===== config.mk =====
export PLATFORM = sky130hd
export DESIGN_NAME = serial_rx_hold
export DESIGN_NICKNAME = d
export VERILOG_FILES = /design/src/rtl/srx_pkg.sv /design/src/rtl/srx_mid_sample.sv /design/src/rtl/srx_frame_ctrl.sv /design/src/rtl/srx_holding.sv /design/src/rtl/srx_status.sv /design/src/rtl/serial_rx_hold.sv
export SDC_FILE = /design/constraint.sdc
export NUM_CORES = 1
export LEC_CHECK = 0
export CORE_MARGIN = 4
export CORE_UTILIZATION = 51
export CTS_BUF_LIST = sky130_fd_sc_hd__clkbuf_4 sky130_fd_sc_hd__clkbuf_8
export DETAILED_ROUTE_END_ITERATION = 7
export PLACE_DENSITY_LB_ADDON = 0.08
export REMOVE_ABC_BUFFERS = 1
export SYNTH_ARGS = -nofsm -noshare
export SYNTH_HDL_FRONTEND = slang
export SYNTH_HIERARCHICAL = 1
export SYNTH_SLANG_ARGS = --single-unit

===== constraint.sdc =====
create_clock -name clk -period 1.9 [get_ports clk]
set_clock_uncertainty 0.1 [all_clocks]
set_input_delay 0.19 -clock clk [delete_from_list [all_inputs] [get_ports clk]]
set_output_delay 0.19 -clock clk [all_outputs]
set_load 0.02 [all_outputs]

===== src/rtl/srx_pkg.sv =====
package srx_pkg;
  typedef enum logic [2:0] {
    ST_IDLE  = 3'd0,
    ST_START = 3'd1,
    ST_DATA  = 3'd2,
    ST_PAR   = 3'd3,
    ST_STOP  = 3'd4
  } rx_state_e;

  // number of data bits for a length code, given the smallest width
  function automatic int unsigned bits_for(input int unsigned min_bits,
                                           input int unsigned code);
    return min_bits + code;
  endfunction
endpackage


===== src/rtl/srx_mid_sample.sv =====
// Captures the line on the falling clock edge at the bit midpoint.
module srx_mid_sample (
  input  logic clk,
  input  logic rst,
  input  logic at_mid,
  input  logic rx_line,
  output logic mid_bit
);
  always_ff @(negedge clk) begin
    if (rst)         mid_bit <= 1'b1;
    else if (at_mid) mid_bit <= rx_line;
  end
endmodule


===== src/rtl/srx_frame_ctrl.sv =====
module srx_frame_ctrl
  import srx_pkg::*;
#(
  parameter int OVERSAMPLE = 16,
  parameter int DATA_W     = 8,
  parameter int LEN_W      = 2,
  localparam int CNT_W     = $clog2(OVERSAMPLE),
  localparam int IDX_W     = $clog2(DATA_W),
  localparam int MIN_BITS  = DATA_W - (2 ** LEN_W) + 1,
  localparam int MID       = OVERSAMPLE / 2 - 1
) (
  input  logic              clk,
  input  logic              rst,
  input  logic              rx_line,
  input  logic              mid_bit,
  input  logic [LEN_W-1:0]  word_len,
  input  logic              par_en,
  input  logic              even_par,
  output logic              at_mid,
  output logic              stop_mid,
  output logic [DATA_W-1:0] shift_q,
  output logic              perr_q
);
  rx_state_e         state;
  logic [CNT_W-1:0]  cnt;
  logic [IDX_W-1:0]  bidx;
  logic              rx_prev;
  logic              acc;
  logic [IDX_W-1:0]  last_idx;

  assign last_idx = IDX_W'(bits_for(MIN_BITS, 32'(word_len)) - 1);
  assign at_mid   = (state != ST_IDLE) && (cnt == CNT_W'(MID));
  assign stop_mid = (state == ST_STOP) && (cnt == CNT_W'(MID));

  always_ff @(posedge clk) begin
    if (rst) begin
      state   <= ST_IDLE;
      cnt     <= '0;
      bidx    <= '0;
      rx_prev <= 1'b1;
      acc     <= 1'b0;
      shift_q <= '0;
      perr_q  <= 1'b0;
    end else begin
      rx_prev <= rx_line;
      if (state == ST_IDLE) begin
        cnt <= '0;
        if (rx_prev && !rx_line) state <= ST_START;
      end else begin
        cnt <= cnt + 1'b1;
        if (cnt == CNT_W'(MID)) begin
          unique case (state)
            ST_START: begin
              if (mid_bit) state <= ST_IDLE;
              else begin
                state  <= ST_DATA;
                bidx   <= '0;
                acc    <= 1'b0;
                perr_q <= 1'b0;
              end
            end
            ST_DATA: begin
              shift_q[bidx] <= mid_bit;
              acc           <= acc ^ mid_bit;
              if (bidx == last_idx) state <= par_en ? ST_PAR : ST_STOP;
              else                  bidx  <= bidx + 1'b1;
            end
            ST_PAR: begin
              perr_q <= acc ^ mid_bit ^ ~even_par;
              state  <= ST_STOP;
            end
            ST_STOP: state <= ST_IDLE;
            default: state <= ST_IDLE;
          endcase
        end
      end
    end
  end

  assert_start_abort_R2: assert property (@(posedge clk) disable iff (rst)
    (state == ST_START && cnt == CNT_W'(MID) && mid_bit) |=> state == ST_IDLE);

  assert_index_in_word_R3: assert property (@(posedge clk) disable iff (rst)
    (state == ST_DATA) |-> (bidx <= last_idx));

  assert_stop_returns_idle_R11: assert property (@(posedge clk) disable iff (rst)
    stop_mid |=> state == ST_IDLE);
endmodule


===== src/rtl/srx_holding.sv =====
// Holding register, loaded on the falling edge at the stop-bit midpoint.
module srx_holding #(
  parameter int DATA_W    = 8,
  parameter int LEN_W     = 2,
  localparam int MIN_BITS = DATA_W - (2 ** LEN_W) + 1
) (
  input  logic              clk,
  input  logic              rst,
  input  logic              load,
  input  logic [LEN_W-1:0]  word_len,
  input  logic [DATA_W-1:0] shift_q,
  output logic [DATA_W-1:0] hold_q
);
  logic [DATA_W-1:0] masked;

  for (genvar i = 0; i < DATA_W; i++) begin : g_fill
    if (i < MIN_BITS) begin : g_always
      assign masked[i] = shift_q[i];
    end else begin : g_opt
      assign masked[i] = shift_q[i] & (32'(word_len) > (i - MIN_BITS));
    end
  end

  always_ff @(negedge clk) begin
    if (rst)       hold_q <= '0;
    else if (load) hold_q <= masked;
  end
endmodule


===== src/rtl/srx_status.sv =====
module srx_status (
  input  logic clk,
  input  logic rst,
  input  logic xfer,
  input  logic stop_bit,
  input  logic par_en,
  input  logic perr_q,
  input  logic da_clr,
  output logic err_parity,
  output logic err_frame,
  output logic err_overrun,
  output logic data_avail_n,
  output logic irq_n
);
  logic da_q;

  always_ff @(posedge clk) begin
    if (rst) begin
      da_q         <= 1'b0;
      err_parity   <= 1'b0;
      err_frame    <= 1'b0;
      err_overrun  <= 1'b0;
      data_avail_n <= 1'b1;
      irq_n        <= 1'b1;
    end else if (xfer) begin
      da_q         <= 1'b1;
      err_overrun  <= da_q;
      err_parity   <= par_en & perr_q;
      err_frame    <= ~stop_bit;
      data_avail_n <= 1'b0;
      irq_n        <= 1'b0;
    end else if (da_clr) begin
      da_q         <= 1'b0;
      data_avail_n <= 1'b1;
      irq_n        <= 1'b1;
    end
  end

  assert_da_after_load_R5: assert property (@(posedge clk) disable iff (rst)
    xfer |=> (!data_avail_n && !irq_n));

  assert_pe_off_R7: assert property (@(posedge clk) disable iff (rst)
    (xfer && !par_en) |=> !err_parity);

  assert_overrun_set_R9: assert property (@(posedge clk) disable iff (rst)
    (xfer && !data_avail_n) |=> err_overrun);

  assert_overrun_hold_R9: assert property (@(posedge clk) disable iff (rst)
    !xfer |=> $stable(err_overrun));

  assert_clear_R10: assert property (@(posedge clk) disable iff (rst)
    (da_clr && !xfer) |=> (data_avail_n && irq_n));

  assert_frame_R8: assert property (@(posedge clk) disable iff (rst)
    (xfer && !stop_bit) |=> err_frame);
endmodule


===== src/rtl/serial_rx_hold.sv =====
module serial_rx_hold
  import srx_pkg::*;
#(
  parameter int OVERSAMPLE = 16,
  parameter int DATA_W     = 8,
  parameter int LEN_W      = 2
) (
  input  logic              clk,
  input  logic              rst,
  input  logic              rx_line,
  input  logic [LEN_W-1:0]  word_len,
  input  logic              par_en,
  input  logic              even_par,
  input  logic              da_clr,
  output logic [DATA_W-1:0] rx_data,
  output logic              err_parity,
  output logic              err_frame,
  output logic              err_overrun,
  output logic              data_avail_n,
  output logic              irq_n
);
  logic              at_mid, stop_mid, mid_bit, perr_q;
  logic [DATA_W-1:0] shift_q;

  srx_mid_sample u_mid (
    .clk(clk), .rst(rst), .at_mid(at_mid), .rx_line(rx_line), .mid_bit(mid_bit)
  );

  srx_frame_ctrl #(.OVERSAMPLE(OVERSAMPLE), .DATA_W(DATA_W), .LEN_W(LEN_W)) u_ctrl (
    .clk(clk), .rst(rst), .rx_line(rx_line), .mid_bit(mid_bit),
    .word_len(word_len), .par_en(par_en), .even_par(even_par),
    .at_mid(at_mid), .stop_mid(stop_mid), .shift_q(shift_q), .perr_q(perr_q)
  );

  srx_holding #(.DATA_W(DATA_W), .LEN_W(LEN_W)) u_hold (
    .clk(clk), .rst(rst), .load(stop_mid), .word_len(word_len),
    .shift_q(shift_q), .hold_q(rx_data)
  );

  srx_status u_stat (
    .clk(clk), .rst(rst), .xfer(stop_mid), .stop_bit(mid_bit),
    .par_en(par_en), .perr_q(perr_q), .da_clr(da_clr),
    .err_parity(err_parity), .err_frame(err_frame), .err_overrun(err_overrun),
    .data_avail_n(data_avail_n), .irq_n(irq_n)
  );
endmodule


==> results of run 1 <==
-- cells in the final DEF (no fill, tap or decap), types with 2 or more instances in the layout --
master	instances
inv_1	14
nor2b_1	4
nor4_1	3
a211oi_2	2
or2_2	2
o211ai_1	2
or4_1	2
a31o_2	4
buf_4	28
nor2_1	22
bufinv_16	3
clkbuf_4	5
nand2_1	4
dfxtp_1	23
dfxtp_2	12
xor2_1	2
nor3b_1	2
buf_6	13
a21oi_2	2
nand2b_1	5
a211o_1	2
nand3_1	6
nand4_1	7
nor2_4	2
xnor2_1	4
nor3_1	2
o21bai_1	2
nand2b_4	2
o21ai_0	4
mux2i_1	9
a21oi_1	10
nand3b_1	3
or3b_4	2
clkdlybuf4s50_1	12
-- area by class of cell --
type | instances | area, um^2
clock buffers | 5 | 37.54
clock inverters | 12 | 123.9
fillers | 197 | 670.6
inverters | 5 | 18.77
multi-input cells | 128 | 909.6
flip-flops and latches | 35 | 715.7
well taps | 44 | 55.05
repair buffers | 54 | 496.7
-- power by group through the flow --
stage	combinational [mW]	sequential (mW)	clock, mW
2_1_floorplan	0.0254	0.761	0.0358
3_3_place_gp	0.0826	0.758	0.0358
3_5_place_dp	0.0843	0.759	0.0358
4_1_cts	0.0884	0.745	0.901
5_1_grt	0.0992	0.745	0.965
6_report	0.0924	0.745	0.887
-- state kept, by name (all words and copies together) (netlist names) --
name	count
u_ctrl/shift_q	8
u_ctrl/state	3
u_stat/err_overrun	1
u_ctrl/cnt	4
u_stat/da_q	1
u_stat/err_frame	1
u_ctrl/rx_prev	1
u_ctrl/bidx	3
u_ctrl/perr_q	1
u_ctrl/acc	1
u_stat/err_parity	1
u_hold/hold_q	8
u_mid/mid_bit	1
u_stat/irq_n	1
-- timing repair --
item | in CTS | in global routing
cloned | 1 | 0
resized for setup | 82 | 4
pin swaps | 6 | 5
setup buffers | 7 | 3
setup endpoints to repair | 31 | 35
-- Yosys cell counts (2+ instances only) --
master    instances  area share
dfxtp_1          35        0.43
nor2_1           24       0.056
a21oi_1          10       0.031
mux2i_1           9       0.056
inv_1             7       0.016
nand3_1           7       0.022
nand4_1           7       0.027
clkbuf_1          6       0.014
o21ai_0           6       0.019
nand2_1           5       0.012
nand2b_1          5       0.019
a31o_2            4       0.022
nor2b_1           4       0.016
xnor2_1           4       0.022
nand3b_1          3       0.014
nor4_1            3       0.012
a211o_1           2       0.011
a211oi_1          2      0.0093
a21oi_2           2       0.011
ha_1              2       0.016
nand2b_4          2       0.017
nor3_1            2      0.0062
nor3b_1           2      0.0093
o211ai_1          2      0.0093
o21bai_1          2      0.0093
or2_2             2      0.0078
or4_1             2      0.0093
xor2_1            2       0.011
-- per-stage QoR --
step / instance area (um^2) / power (mW) / worst slack, ns / util / std cells
after floorplan: 1563 / 0.8220 / -2.359 / - / 170
final: 2357 / 1.724 / -0.7810 / 0.7785 / 283
after CTS: 2345 / 1.735 / -0.7470 / 0.7744 / 282
after detailed placement: 2032 / 0.8788 / -0.8181 / 0.6711 / 260
after global placement: 2032 / 0.8767 / -0.7711 / 0.6711 / 260
after global routing: 2357 / 1.810 / -0.7989 / 0.7785 / 283
-- worst reg2reg max path: cells and delay by family (launching register included) --
family	cells	cell delay [ns]
and+or+nand+nor	3	1.12
AOI/OAI and AO/OA	1	0.09
DFF	1	0.31
-- final timing paths --
path | end | slack (ns) | start | cells past startpoint
worst min-delay path | u_stat/irq_n | 0.36 | da_clr | 3
worst max-delay path | u_ctrl/bidx[1] | -0.78 | u_mid/mid_bit | 4
worst max register to register | u_ctrl/bidx[1] | -0.78 | u_mid/mid_bit | 4
worst min register to register | u_stat/err_parity | 0.37 | u_stat/err_parity | 2
-- logic make-up (layout without fill, tap and decap cells) --
logic type / after synthesis / count (layout) / share of synthesized area
buf+inv: 17 / 76 / 0.04732
flops: 35 / 35 / 0.4344
mux: 9 / 9 / 0.05586
compound gates: 34 / 34 / 0.1396
xor+xnor: 6 / 6 / 0.03258
simple gates: 77 / 77 / 0.2746
fa+ha+maj: 2 / 2 / 0.01551
-- routing by layer --
| layer | up-vias | share of wire |
|---|---|---|
| li1 | 753 | - |
| met1 | 739 | 0.42 |
| met2 | 56 | 0.50 |
| met3 | 9 | 0.061 |
| met4 | 0 | 0.016 |
| met5 | - | 0 |
==> results.yml, run 1 <==
detailed_routing:
  wl_per_cell_um: 15.07
  wl_mm: 4.264
  route.detailed.drc: 0
  dr_total_vias: 1557
  dr.pass1.iters: 4
  antenna_left: 0
  dr.first_iter.drc_count: 70
  avgViaCountPerCell: 5.502
power_and_ir_drop:
  p_sw_frac: 0.2157
  p_int_mw: 1.352
  max-vdd-ir-drop_v: 0.0006359
  p_clk_frac: 0.514
  cellPowerDensity_nw_per_um2: 731.3
  combPwrFrac: 0.054
  seqPwrFrac: 0.432
  power.leakage_nw: 0.9207
  switching_power_mw: 0.3719
placed_design:
  globalplace.congestion: 0.8052
  dp_hpwl_mm: 2.665
  portBuffers: 20
synth:
  synth.ff_latch_count: 35
  ys_types: 45
  syn_avg_cell_area_um2: 8.960
  syn_area_um2: 1613
  ys_warn_count: 6
  synthArstFlopShare: 0
  synth-main-ff-cell: "dfxtp_1"
  syn_inst: 180
  yosysSeqAreaShare: 0.4344
  synth_edf_count: 0
floorplanning:
  die_y_um: 64.24
  coreArea_um2: 3028
  die_area_um2: 4126
  io_pins: 21
  start_util: 0.5326
  die_x_um: 64.24
  row_count: 20
timing:
  relSlewSlack: 0.6881
  hold_viol: 0
  final.setup.tns_ns: -10.51
  rsz0062_at_grt: "true"
  timing.final.max_slew_violations: 0
  finalSetupViolations: 30
  worst-slew-pin-transition_ns: 0.4642
  setup_ws_ns: -0.7810
  whs_ns: 0.3639
layout:
  area_growth_pct: 46.16
  antenna-diode-count: 0
  drive_gt1_frac: 0.3556
  final_nets: 248
global_route:
  gr-usage-met3: 0.07733
  overflow: 0
  grt_use_total: 0.2307
  grt_pass1_wl_mm: 7.217
  met2_usage: 0.3948
  grt-busiest-layer: "met2"
  grt_max_degree: 19
  grt_antenna_before_repair: 0
  grt_pass1_vias: 1547
  grt_util_met1: 0.2654
clock_network:
  cts_sinks: 35
  cts_hold_buf: 0
  htreeDepth: 2
  cts-buffers-inserted: 5
  root_buffer: "clkbuf_4"
  cts_tree: "built"
  clk_pin_slew_ns: 0.12
  cts_buffer_depth: 2
  clkLatencyLatePin_ns: 0.39
outcome:
  violations: "setup timing"
  outcome: "complete, but fails checks"
hold_path:
  min_path_type: "in2reg"
worst_setup_path:
  crit_fanout: 3
  path_cells: "or3b_4, and4_4, or4_1, o31ai_1"
  cp_slowest_stage_delay_ns: 0.52
  cp_top_family: "simple AND/OR/NAND/NOR gates"
  path_class: "reg2reg"
  cpMaxStageDelayCell: "or4_1"
  cp_num_buf_inv: 0
  critPathCaptureType: "register"
  worst_setup_path_start_kind: "register"
  crit_arrival_ns: 2.86
  critPathRequiredTime_ns: 2.08
flow_run:
  max-cap-violations: 0
(Power assumes the default switching activity.)
==> inputs of run 2 (changes only) <==
--- a/config.mk
+++ b/config.mk
@@ -6,7 +6,7 @@
 export NUM_CORES = 1
 export LEC_CHECK = 0
 export CORE_MARGIN = 4
-export CORE_UTILIZATION = 51
+export CORE_UTILIZATION = 42
 export CTS_BUF_LIST = sky130_fd_sc_hd__clkbuf_4 sky130_fd_sc_hd__clkbuf_8
 export DETAILED_ROUTE_END_ITERATION = 7
 export PLACE_DENSITY_LB_ADDON = 0.08
==> run 2 against run 1 <==
  * The flow still finishes with violations (setup timing)
  * Clock-buffer cell count is 1 higher
  * Hold slack better by 0.016 ns
  * Critical path depth unchanged
  * Cell area is 3.3% higher
  * Final cell count rose by 5.3%
  * Flip-flop and latch count unchanged
  * Clock power decreased by 32%
  * Die area rose by 19%
  * Sequential power about the same
  * Utilization is 12 points lower
==> results.yml, run 2 (same netlist as run 1, synthesis figures left out) <==
outcome:
  outcome: "complete, but fails checks"
  violations: "setup timing"
power_and_ir_drop:
  p_total_mw: 1.449
  switching_power_mw: 0.3633
  cellPowerDensity_nw_per_um2: 595.2
  power.leakage_nw: 0.9508
  combPwrFrac: 0.069
  p_sw_frac: 0.2507
  max-vdd-ir-drop_v: 0.0003230
  seqPwrFrac: 0.515
  p_int_mw: 1.086
  p_clk_frac: 0.416
floorplanning:
  start_util: 0.4372
  coreArea_um2: 3689
  die_y_um: 69.97
  io_pins: 21
  row_count: 22
  die_area_um2: 4895
  die_x_um: 69.97
placed_design:
  dp.cells: 269
  portBuffers: 20
  dp_hpwl_mm: 2.858
  globalplace.congestion: 0.7948
clock_network:
  cts_buffer_depth: 2
  root_buffer: "clkbuf_8"
  cts-buffers-inserted: 5
  htreeDepth: 2
  clkLatencyLatePin_ns: 0.34
  cts_sinks: 35
  cts_tree: "built"
  cts_hold_buf: 0
  clk_pin_slew_ns: 0.07
global_route:
  grt_antenna_before_repair: 0
  grt_use_total: 0.1759
  grt_pass1_wl_mm: 6.906
  grt_pass1_vias: 1547
  grt_max_degree: 19
  overflow: 0
flow_run:
  max-cap-violations: 0
layout:
  fin_util: 0.6601
  layout.cells.most_common: "buf_4"
  biggestRegsByFlops: "u_ctrl/shift_q: 8 flops, u_hold/hold_q: 8 flops, u_ctrl/cnt: 4 flops"
  final_nets: 259
  final_cells: 298
  final_cell_mix: "buf_4 (41), dfxtp_1 (23), nor2_1 (18), inv_1 (14)"
  antenna-diode-count: 0
  area_growth_pct: 50.97
  drive_gt1_frac: 0.4200
timing:
  timing.final.max_slew_violations: 0
  setup_ws_ns: -0.7711
  hold_viol: 0
  rsz0062_at_grt: "true"
  relSlewSlack: 0.6592
  whs_ns: 0.3802
  finalSetupViolations: 32
  worst-slew-pin-transition_ns: 0.5073
worst_setup_path:
  r2r_cells: 4
  worst_setup_path_start_kind: "register"
  timing.rr.start: "u_mid/mid_bit"
  critPathCaptureType: "register"
  r2r_setup_slack_ns: -0.77
  endpoint: "u_ctrl/bidx[1]"
  crit_fanout: 3
  crit_arrival_ns: 2.78
  path_class: "reg2reg"
  rr_endpoint: "u_ctrl/bidx[1]"
  critPathRequiredTime_ns: 2.01
  crit_start: "u_mid/mid_bit"
detailed_routing:
  dr.pass1.iters: 6
  antenna_left: 0
  avgViaCountPerCell: 5.245
  wl_mm: 4.134
  route.detailed.drc: 0
  dr_total_vias: 1563
  wl_per_cell_um: 13.87
  dr.first_iter.drc_count: 73
hold_path:
  hp-start: "u_ctrl/shift_q[1]"
  min_path_type: "reg2reg"
==> run 2: cell count changes in the layout (fill, tap and decap cells not counted), sizes merged <==
cell,delta
buf,+11
clkinvlp,+1
clkbuf,+1
clkinv,+1
bufinv,-3
==> run 2: cell type report <==
class                           instances  area, um^2
Clock inverter                         11       43.79
Sequential cell                        35       715.7
Inverter                                5       18.77
Multi-Input combinational cell        128       953.4
Tap cell                               48       60.06
Clock buffer                            6       76.32
Fill cell                             319        1254
Timing Repair Buffer                   65       566.8
==> run 2: repair_timing <==
action	4_1_cts	5_1_grt
pin swaps	10	16
setup endpoints to repair	29	34
gates resized for setup	74	25
setup buffers	8	8
gates cloned	1	0
==> run 2: through the flow <==
stage | TNS (ns) | setup slack (ns) | cell area (um^2)
final | -10.45 | -0.7711 | 2435
after global routing | -12.44 | -0.8333 | 2435
after CTS | -9.590 | -0.7505 | 2318
after detailed placement | -11.98 | -0.8072 | 2062
after global placement | -10.84 | -0.7768 | 2062
after floorplan | -27.19 | -2.359 | 1563
==> run 2: worst max-delay path, stage by stage (launching register included) <==
cell and delay, ns:
dfxtp_2 0.31, or3b_4 0.37, a211o_1 0.30, or4_1 0.42, o31ai_2 0.08
==> run 2: worst min path at each step <==
stage / cells after the start / end
after floorplan: 1 / u_ctrl/bidx[0]
after global placement: 2 / u_ctrl/shift_q[4]
after detailed placement: 2 / u_stat/err_parity
after CTS: 2 / u_stat/err_frame
after global routing: 2 / u_ctrl/shift_q[1]
final: 2 / u_ctrl/shift_q[1]
==> run 2: power groups by stage <==
stage | combinational [mW] | clock [mW] | sequential, mW
finish | 0.101 | 0.603 | 0.746
global placement | 0.0865 | 0.0358 | 0.759
floorplan | 0.0254 | 0.0358 | 0.761
CTS | 0.0925 | 0.618 | 0.745
global route | 0.110 | 0.680 | 0.745
detailed placement | 0.0885 | 0.0358 | 0.759
==> run 2: per-layer routing <==
metal | global-route usage | vias up | share of wire
met5 | 0 | - | 0
met4 | 0.08511 | 0 | 0.026
met2 | 0.3064 | 28 | 0.51
li1 | - | 781 | -
met3 | 0.04029 | 10 | 0.035
met1 | 0.2011 | 744 | 0.43
